--- src/rtl/lcm_pkg.sv ---
package lcm_pkg;

    typedef enum logic {
        ST_IDLE = 1'b0,
        ST_FILL = 1'b1
    } fill_state_t;

endpackage

--- src/rtl/lcm_fill_fsm.sv ---
module lcm_fill_fsm
    import lcm_pkg::*;
#(
    parameter int unsigned          DATA_W      = 8,
    parameter int unsigned          NIB_W       = 4,
    parameter logic [DATA_W-1:0]    RESET_CONST = 'hAB,
    localparam int unsigned         NUM_NIB     = DATA_W / NIB_W,
    localparam int unsigned         ENT_W       = 2 * NIB_W,
    localparam int unsigned         DEPTH       = 1 << NIB_W
) (
    input  logic                        clk,
    input  logic                        rst_n,
    input  logic                        load,
    input  logic [DATA_W-1:0]           load_const,
    output logic                        busy,
    output logic                        fill_start,
    output logic                        wr_en,
    output logic [NIB_W-1:0]            wr_idx,
    output logic [NUM_NIB*ENT_W-1:0]    wr_data
);

    localparam logic [NIB_W-1:0] LAST_IDX = NIB_W'(DEPTH - 1);

    fill_state_t                        state_q, state_d;
    logic [NIB_W-1:0]                   idx_q;
    logic [DATA_W-1:0]                  const_q;
    logic [NUM_NIB-1:0][ENT_W-1:0]      acc_q;

    // state register
    always_ff @(posedge clk) begin
        if (!rst_n) state_q <= ST_FILL;
        else        state_q <= state_d;
    end

    // next state
    always_comb begin
        state_d = state_q;
        unique case (state_q)
            ST_IDLE: if (load)              state_d = ST_FILL;
            ST_FILL: if (idx_q == LAST_IDX) state_d = ST_IDLE;
            default:                        state_d = ST_IDLE;
        endcase
    end

    // outputs
    always_comb begin
        busy       = (state_q == ST_FILL);
        wr_en      = (state_q == ST_FILL);
        fill_start = load && (state_q == ST_IDLE);
        wr_idx     = idx_q;
        wr_data    = acc_q;
    end

    // index and running entry values (entry = index * constant nibble)
    always_ff @(posedge clk) begin
        if (!rst_n) begin
            const_q <= RESET_CONST;
            idx_q   <= '0;
            acc_q   <= '0;
        end else if (fill_start) begin
            const_q <= load_const;
            idx_q   <= '0;
            acc_q   <= '0;
        end else if (state_q == ST_FILL) begin
            idx_q <= idx_q + 1'b1;
            for (int j = 0; j < int'(NUM_NIB); j++) begin
                acc_q[j] <= acc_q[j] + ENT_W'(const_q[j*NIB_W +: NIB_W]);
            end
        end
    end

    // the constant being loaded does not change while busy
    assert_const_held_R6: assert property (@(posedge clk) disable iff (!rst_n)
        busy |=> $stable(const_q));

    for (genvar j = 0; j < int'(NUM_NIB); j++) begin : g_entry_chk
        // each written entry is its index times the constant nibble
        assert_fill_entry_R4: assert property (@(posedge clk) disable iff (!rst_n)
            wr_en |-> (acc_q[j] == ENT_W'(idx_q) * ENT_W'(const_q[j*NIB_W +: NIB_W])));
    end

endmodule

--- src/rtl/lcm_table_bank.sv ---
module lcm_table_bank #(
    parameter int unsigned  DATA_W  = 8,
    parameter int unsigned  NIB_W   = 4,
    localparam int unsigned NUM_NIB = DATA_W / NIB_W,
    localparam int unsigned ENT_W   = 2 * NIB_W,
    localparam int unsigned DEPTH   = 1 << NIB_W
) (
    input  logic                        clk,
    input  logic                        rst_n,
    input  logic                        wr_en,
    input  logic [NIB_W-1:0]            wr_idx,
    input  logic [ENT_W-1:0]            wr_data,
    input  logic                        rd_en,
    input  logic [DATA_W-1:0]           x,
    output logic [NUM_NIB*ENT_W-1:0]    ent_q
);

    // one table per input nibble, all holding the same products
    for (genvar k = 0; k < int'(NUM_NIB); k++) begin : g_tab
        logic [ENT_W-1:0] tab [DEPTH];

        always_ff @(posedge clk) begin
            if (!rst_n) begin
                for (int e = 0; e < int'(DEPTH); e++) tab[e] <= '0;
            end else if (wr_en) begin
                tab[wr_idx] <= wr_data;
            end
        end

        always_ff @(posedge clk) begin
            if (!rst_n)     ent_q[k*ENT_W +: ENT_W] <= '0;
            else if (rd_en) ent_q[k*ENT_W +: ENT_W] <= tab[x[k*NIB_W +: NIB_W]];
        end
    end

    // lookups never overlap a refill
    assert_no_read_in_fill_R5: assert property (@(posedge clk) disable iff (!rst_n)
        wr_en |-> !rd_en);

endmodule

--- src/rtl/lcm_combine.sv ---
module lcm_combine #(
    parameter int unsigned  DATA_W  = 8,
    parameter int unsigned  NIB_W   = 4,
    localparam int unsigned NUM_NIB = DATA_W / NIB_W,
    localparam int unsigned ENT_W   = 2 * NIB_W,
    localparam int unsigned PP_W    = DATA_W + NIB_W,
    localparam int unsigned PROD_W  = 2 * DATA_W
) (
    input  logic [NUM_NIB*NUM_NIB*ENT_W-1:0]    ent_all,
    output logic [PROD_W-1:0]                   product
);

    logic [PP_W-1:0] pp [NUM_NIB];

    // per-bank partial product: table outputs weighted by input nibble position
    always_comb begin
        for (int j = 0; j < int'(NUM_NIB); j++) begin
            pp[j] = '0;
            for (int k = 0; k < int'(NUM_NIB); k++) begin
                pp[j] = pp[j] + (PP_W'(ent_all[(j*NUM_NIB + k)*ENT_W +: ENT_W]) << (k*NIB_W));
            end
        end
    end

    // final adder: partial products weighted by constant nibble position
    always_comb begin
        product = '0;
        for (int j = 0; j < int'(NUM_NIB); j++) begin
            product = product + (PROD_W'(pp[j]) << (j*NIB_W));
        end
    end

endmodule

--- src/rtl/lut_const_mult.sv ---
module lut_const_mult #(
    parameter int unsigned          DATA_W      = 8,
    parameter int unsigned          NIB_W       = 4,
    parameter logic [DATA_W-1:0]    RESET_CONST = 'hAB,
    localparam int unsigned         NUM_NIB     = DATA_W / NIB_W,
    localparam int unsigned         ENT_W       = 2 * NIB_W,
    localparam int unsigned         PROD_W      = 2 * DATA_W
) (
    input  logic                clk,
    input  logic                rst_n,
    input  logic                in_valid,
    input  logic [DATA_W-1:0]   in_data,
    input  logic                load,
    input  logic [DATA_W-1:0]   load_const,
    output logic                busy,
    output logic                out_valid,
    output logic [PROD_W-1:0]   out_product
);

    logic                               fill_start;
    logic                               wr_en;
    logic [NIB_W-1:0]                   wr_idx;
    logic [NUM_NIB*ENT_W-1:0]           wr_data;
    logic                               rd_en;
    logic [NUM_NIB*NUM_NIB*ENT_W-1:0]   ent_all;
    logic [PROD_W-1:0]                  sum;
    logic                               v1_q;
    logic                               vout_q;
    logic [PROD_W-1:0]                  prod_q;

    lcm_fill_fsm #(
        .DATA_W      (DATA_W),
        .NIB_W       (NIB_W),
        .RESET_CONST (RESET_CONST)
    ) i_fsm (
        .clk        (clk),
        .rst_n      (rst_n),
        .load       (load),
        .load_const (load_const),
        .busy       (busy),
        .fill_start (fill_start),
        .wr_en      (wr_en),
        .wr_idx     (wr_idx),
        .wr_data    (wr_data)
    );

    assign rd_en = in_valid && !busy;

    for (genvar j = 0; j < int'(NUM_NIB); j++) begin : g_bank
        lcm_table_bank #(
            .DATA_W (DATA_W),
            .NIB_W  (NIB_W)
        ) i_bank (
            .clk     (clk),
            .rst_n   (rst_n),
            .wr_en   (wr_en),
            .wr_idx  (wr_idx),
            .wr_data (wr_data[j*ENT_W +: ENT_W]),
            .rd_en   (rd_en),
            .x       (in_data),
            .ent_q   (ent_all[j*NUM_NIB*ENT_W +: NUM_NIB*ENT_W])
        );
    end

    lcm_combine #(
        .DATA_W (DATA_W),
        .NIB_W  (NIB_W)
    ) i_combine (
        .ent_all (ent_all),
        .product (sum)
    );

    // stage 1 valid follows the table read; stage 2 holds the sum
    always_ff @(posedge clk) begin
        if (!rst_n) begin
            v1_q   <= 1'b0;
            vout_q <= 1'b0;
            prod_q <= '0;
        end else begin
            v1_q   <= rd_en;
            vout_q <= v1_q && !busy && !fill_start;
            if (v1_q) prod_q <= sum;
        end
    end

    assign out_valid   = vout_q;
    assign out_product = prod_q;

    // no result while the tables refill
    assert_no_result_busy_R5: assert property (@(posedge clk) disable iff (!rst_n)
        busy |-> !out_valid);

    // every result comes from an input two cycles earlier
    assert_latency_R2: assert property (@(posedge clk) disable iff (!rst_n)
        out_valid |-> $past(in_valid, 2));

    // an accepted load raises busy on the next cycle
    assert_load_busy_R4: assert property (@(posedge clk) disable iff (!rst_n)
        (load && !busy) |=> busy);

endmodule

--- config.mk ---
export PLATFORM = sky130hd
export DESIGN_NAME = lut_const_mult
export DESIGN_NICKNAME = d
export VERILOG_FILES = /design/src/rtl/lcm_pkg.sv /design/src/rtl/lcm_fill_fsm.sv /design/src/rtl/lcm_table_bank.sv /design/src/rtl/lcm_combine.sv /design/src/rtl/lut_const_mult.sv
export SDC_FILE = /design/constraint.sdc
export NUM_CORES = 1
export LEC_CHECK = 0
export BUFFER_PORTS_ARGS = -buffer_cell sky130_fd_sc_hd__buf_2
export CORE_MARGIN = 1
export CORE_UTILIZATION = 35
export DETAILED_ROUTE_END_ITERATION = 8
export SYNTH_ARGS = -nofsm -noshare
export SYNTH_HDL_FRONTEND = slang
export SYNTH_SLANG_ARGS = --single-unit
--- constraint.sdc ---
create_clock -name clk -period 3.2 [get_ports clk]
set_clock_uncertainty 0.05 [all_clocks]
set_input_delay 0 -clock clk [delete_from_list [all_inputs] [get_ports clk]]
set_output_delay 0 -clock clk [all_outputs]
set_load 0.02 [all_outputs]
Word level (Yosys, flattened, before mapping)
Memory sizes are Yosys's and may differ from the RTL's. A register that Yosys moved wholly into a read port is not among the register bits. Index checks and enable logic that the tools add are counted. W data, S select, Z words.

Multiplexer cells: 19. Bitwise gates (word level): 2. Reductions and logical operators: 15. Add/subtract/negate cells: 6. Equality and inequality tests: 1.

Operators by type and width (count): $mux W8 (4); $reduce_or A8 Y1 (4); $add A8 B12 Y12 (2); $add A12 B16 Y16 (1); $add A8 B4 Y8 (2); $mux W4 (4); $mux W1 (10); $logic_not A1 Y1 (6); $add A4 B1 Y4 const B (1); $eq A4 B4 Y1 const B (1); $logic_and A1 B1 Y1 (4); $not A1 Y1 (2); $pmux W1 S2 (1); $reduce_or A2 Y1 (1).

Input bits: 20. Bits in registers: 47. Memory bits (writable): 512. Memories: 4. Word-level logic and storage cells: 55. Output and inout bits: 18.

Memory list: g_bank[0].i_bank.g_tab[0].tab (words 16, width 8, read ports 1, clocked after memory_dff 1, write ports 16, RTL line lcm_table_bank.sv:20) `logic [ENT_W-1:0] tab [DEPTH];`; g_bank[0].i_bank.g_tab[1].tab (words 16, width 8, read ports 1, clocked after memory_dff 1, write ports 16, RTL line lcm_table_bank.sv:20); g_bank[1].i_bank.g_tab[0].tab (words 16, width 8, read ports 1, clocked after memory_dff 1, write ports 16, RTL line lcm_table_bank.sv:20); g_bank[1].i_bank.g_tab[1].tab (words 16, width 8, read ports 1, clocked after memory_dff 1, write ports 16, RTL line lcm_table_bank.sv:20).

Longest topological paths before layout
Word-level depth: 5. Gate-level depth with buffers: 13. Depth with buffers taken out: 13.

Modules after synthesis
Synthesis repeated with hierarchy kept, for this count alone.

Cell total of the unflattened synthesis: 1590. Area, all modules: 18093.6 µm².

By module, submodules not included: lcm_table_bank at g_bank[1].i_bank (cells an instance 639, instances 1, area an instance 7598.5 µm², sequential area each 4164.0 µm²); lcm_table_bank at g_bank[0].i_bank (cells an instance 639, instances 1, area an instance 7593.5 µm², sequential area each 4164.0 µm²); lcm_fill_fsm (cells an instance 162, instances 1, area an instance 1450.1 µm², sequential area each 580.6 µm²); lcm_combine (cells an instance 94, instances 1, area an instance 770.7 µm², sequential area each 0.0 µm²); lut_const_mult (cells an instance 56, instances 1, area an instance 680.7 µm², sequential area each 360.3 µm²).

Worst setup path after synthesis
No wires, ideal clock.

Kind: flip-flop to flip-flop. Start: reg g_bank[0].i_bank.ent_q[4] (read register of g_bank[0].i_bank.g_tab[0].tab). End: reg prod_q[15] (netlist: out_product[15]). Library setup time: 62 ps. Clock period less this slack: 2856 ps. Stages on the path, launching flop included: 13. Buffers on the path: 0. Arrival: 2743 ps. Path slack: 344 ps. Path through: dfxtp_1 ha_1 fa_1 a21o_1 a21oi_1 xnor2_1 ha_1 o21a_1 o21a_1 o21ai_0 a211oi_2 a211o_1 nand3_1.

Cells in the longest elaborated chain, start to end: 2.

RTL lines: start, declared (RTL line lcm_table_bank.sv:15) `output logic [NUM_NIB*ENT_W-1:0] ent_q`; $add A8 B12 Y12 (RTL line lcm_combine.sv:20) `pp[j] = pp[j] + (PP_W'(ent_all[(j*NUM_NIB + k)*ENT_W +: ENT_W]) << (k*NIB_W));`; $add A12 B16 Y16 (RTL line lcm_combine.sv:29) `product = product + (PROD_W'(pp[j]) << (j*NIB_W));`; end signal, assigned (RTL line lut_const_mult.sv:82) `if (v1_q) prod_q <= sum;`; end, declared (RTL line lut_const_mult.sv:29) `logic [PROD_W-1:0] prod_q;`.

No other way between the ends. A chain may end at the register's enable or synchronous reset.

Worst setup path after layout
Same ends and word-level chain as after synthesis.

==> impl_metrics.csv <==
group,metric,value,unit
sta,worst_slack,201,ps
sta,hold_viol,0,
clock_network,cts_buffers,38,
place,port_buffers,37,
synthesis,synthCells,1279,
floorplan,rows,82,
floorplan,ioPinCount,38,
worst_setup_path,path_class,"reg -> reg",
global_route,grt_pass1_wl,69900,um
worst_setup_path,reg2reg_setup_slack,200,ps
synthesis,ys_seq_area_share,52.3,%
detailed_routing,first_pass_iters,5,
place,dp_hpwl,29700,um
worst_setup_path,crit_path_start,"g_bank[0].i_bank.ent_q[4]",
worst_setup_path,slowest_stage,"fa_1",
power_and_ir_drop,power.share.switching,24.2,%
synthesis,synth_flop_cell,"edfxtp_1",
power_and_ir_drop,power_density,522,nW/um^2
floorplan,die_w,227,um
detailed_routing,vias,11164,
floorplan,die_h,227,um
detailed_routing,via_per_inst,5.59,
global_route,grt_usage,18.3,%
synthesis,yosys.area.top_type,"edfxtp_1",
sta,worst_pin_slew,799,ps
sta,timing.final.crit_share,93.7,%
detailed_routing,post-route-drc-count,0,
power_and_ir_drop,ir_drop,0.272,mV
place,dp_slack,189,ps
cells_and_area,antenna_cells,0,
sta,grt_setup_unrepaired,"false",
cells_and_area,areaGrowthSynthToFinish,13.4,%
worst_setup_path,required,3620,ps
power_and_ir_drop,power_leakage,0.00822,uW
run,max-cap-violations,0,
worst_setup_path,max_stage_delay,400,ps
synthesis,ys_seq_elements,335,
clock_network,root_buffer,"clkbuf_16",
detailed_routing,wl,46500,um
worst_setup_path,crit_arrival,3420,ps
sta,min_period,3000,ps
synthesis,yosysWarnings,0,
sta,tns,0,ps
worst_setup_path,path_cells,"ha_1, fa_1, a21o_1, a21oi_1, xnor2_1, ha_1, o21a_1, o21a_1, o21ai_0, buf_4, a211oi_4, a211o_1, nand3_1",
floorplan,initial_utilization,35.4,%
worst_setup_path,r2r_start,"g_bank[0].i_bank.ent_q[4]",
global_route,overflow,0,
worst_setup_path,start_kind,"flop",
worst_setup_path,critPathCapture,"out_product[15]",
floorplan,die_area,51500,sq um
power_and_ir_drop,clock_power_share,41.8,%
clock_network,clkSinkCount,335,
min_path,min_path_cells,4,
detailed_routing,wl_per_cell,23.3,um
synthesis,synthTopCellsByArea,"edfxtp_1 43%, mux4_2 14%, and3_1 9.0%",
clock_network,cts_tree,"built",
worst_setup_path,critPathMaxFanout,3,
cells_and_area,layout_common_cells,"256 x and3_1, 256 x edfxtp_1, 121 x nand2_1",
sta,setup_viol,0,
power_and_ir_drop,p_int,7950,uW
detailed_routing,drt_iter0_drc,1040,
sta,fmax,333,MHz
synthesis,async_reset_ff_share,0,%
detailed_routing,ant_nets,0,
worst_setup_path,cp-end-kind,"flop",
synthesis,yosysTopAreaCellShare,43.4,%
sta,drv_slew,0,
power_and_ir_drop,combinationalPowerShare,10.4,%
clock_network,clk_latency,540,ps
synthesis,syn_avg_cell_area,13.8,sq um
power_and_ir_drop,p_seq_share,47.9,%
outcome,status,"finished, final reports clean",
synthesis,yosysUniqueCellTypes,46,
place,gp_congestion,0.812,
synthesis,synth_edf_count,256,
power_and_ir_drop,switching_power,2530,uW
cells_and_area,nNetsFinal,1348,
global_route,antenna_found_initial,0,
clock_network,htree_levels,2,
worst_setup_path,rr_endpoint,"out_product[15]",
synthesis,netlist_area,17700,sq um
synthesis,synth_nets,1332,
min_path,hp-class,"in -> reg",
global_route,grt_max_degree,65,
sta,max_slew_margin,46.6,%
clock_network,clockBufferDepth,3,
clock_network,path_clk_slew,60,ps
cells_and_area,drive_gt1_share,20.5,%
worst_setup_path,ff2ff_path_depth,13,
floorplan,core,50100,sq um
global_route,first_global_vias,10975,
[area by class of cell]
| class | instances | area [sq um] |
|---|---|---|
| clock buffers | 54 | 1100 |
| repair buffers | 114 | 918 |
| flip-flops and latches | 335 | 9270 |
| fillers | 4648 | 30000 |
| clock inverters | 16 | 156 |
| multi-input cells | 791 | 7740 |
| well taps | 672 | 841 |
| inverters | 15 | 56.3 |
[metal layers]
layer / part of all wire (%) / up-vias / global-route usage (%)
met5: 0 / - / 0
met4: 1.6 / 0 / 4.01
met3: 7.4 / 56 / 3.37
met2: 47 / 391 / 29.3
met1: 44 / 5712 / 26.0
li1: - / 5005 / -
[per-stage QoR]
step	area (sq um)	std cells	util, %	power (uW)	hold slack, ps
floorplan	17700	1279	-	5760	74.2
global placement	18600	1902	37.1	6160	166
finish	20100	1997	40.1	10500	47.0
CTS	20100	1997	40.1	10500	16.7
detailed placement	18600	1902	37.1	6190	170
global route	20100	1997	40.1	10800	39.3
[cells by family (layout without fill, tap and decap cells)]
group / Yosys count / after routing / synth area share (%)
compound gates: 95 / 95 / 3.26
xor+xnor: 34 / 34 / 1.68
fa+ha+maj: 33 / 33 / 2.54
buf+inv: 153 / 199 / 4.21
flops: 335 / 335 / 52.3
mux: 177 / 177 / 22.3
simple gates: 452 / 452 / 13.7
[critical path: cells and delay by family (launching register included)]
family	cells	cell delay, ps
compound gates	7	1300
fa+ha+maj	3	900
flops	1	310
buf+inv	1	160
xor+xnor	1	150
simple gates	1	60
[repair_timing]
| action | 4_1_cts | 5_1_grt |
|---|---|---|
| hold buffers | 25 | 0 |
| endpoints found under the setup margin | 0 | 2 |
| hold endpoints to repair | 9 | 0 |
| setup buffers | 0 | 0 |
| gates resized for setup | 0 | 2 |
[power groups by stage]
stage,clock (uW),sequential (uW),combinational (uW)
3_5_place_dp,0,5110,1080
3_3_place_gp,0,5090,1070
4_1_cts,4430,5020,1090
2_1_floorplan,0,5000,758
6_report,4380,5020,1090
5_1_grt,4600,5050,1140
[cell usage after synthesis, types with 2 or more instances]
library cell,n
nand2_1,121
ha_1,28
or3_1,2
buf_6,14
a21o_1,8
mux4_1,44
o211ai_1,5
nand4_1,2
clkbuf_2,2
nand3b_1,3
fa_1,5
edfxtp_1,256
mux4_4,2
dfxtp_1,79
buf_2,12
buf_1,12
o21ai_0,9
nand4b_1,2
xnor2_1,23
o21a_1,8
o21bai_1,2
nor2_1,41
nand3_1,8
xor2_1,11
and3_1,256
mux2i_1,17
nand2b_1,3
a211o_1,2
nor2b_1,7
dlygate4sd1_1,3
a21oi_1,48
inv_1,15
a211oi_1,8
nor3b_1,4
buf_4,8
clkbuf_1,86
mux4_2,114
[how the worst min path moves through the flow]
stage / start / to / slack (ps)
floorplan: load_const[0] / i_fsm.const_q[0] / 70
global placement: load_const[7] / i_fsm.const_q[7] / 170
detailed placement: load_const[7] / i_fsm.const_q[7] / 170
CTS: rst_n / out_product[13] / 20
global route: rst_n / out_product[13] / 40
finish: rst_n / out_product[13] / 50
[state kept, by name, indices dropped and copies added (netlist names)]
signal                   flops
v1_q                         1
g_bank.i_bank.g_tab.tab    256
i_fsm.busy                   1
i_fsm.wr_data               16
i_fsm.const_q                8
out_valid                    1
out_product                 16
g_bank.i_bank.ent_q         32
i_fsm.wr_idx                 4
Note: power is estimated with default switching activity, not from simulation.
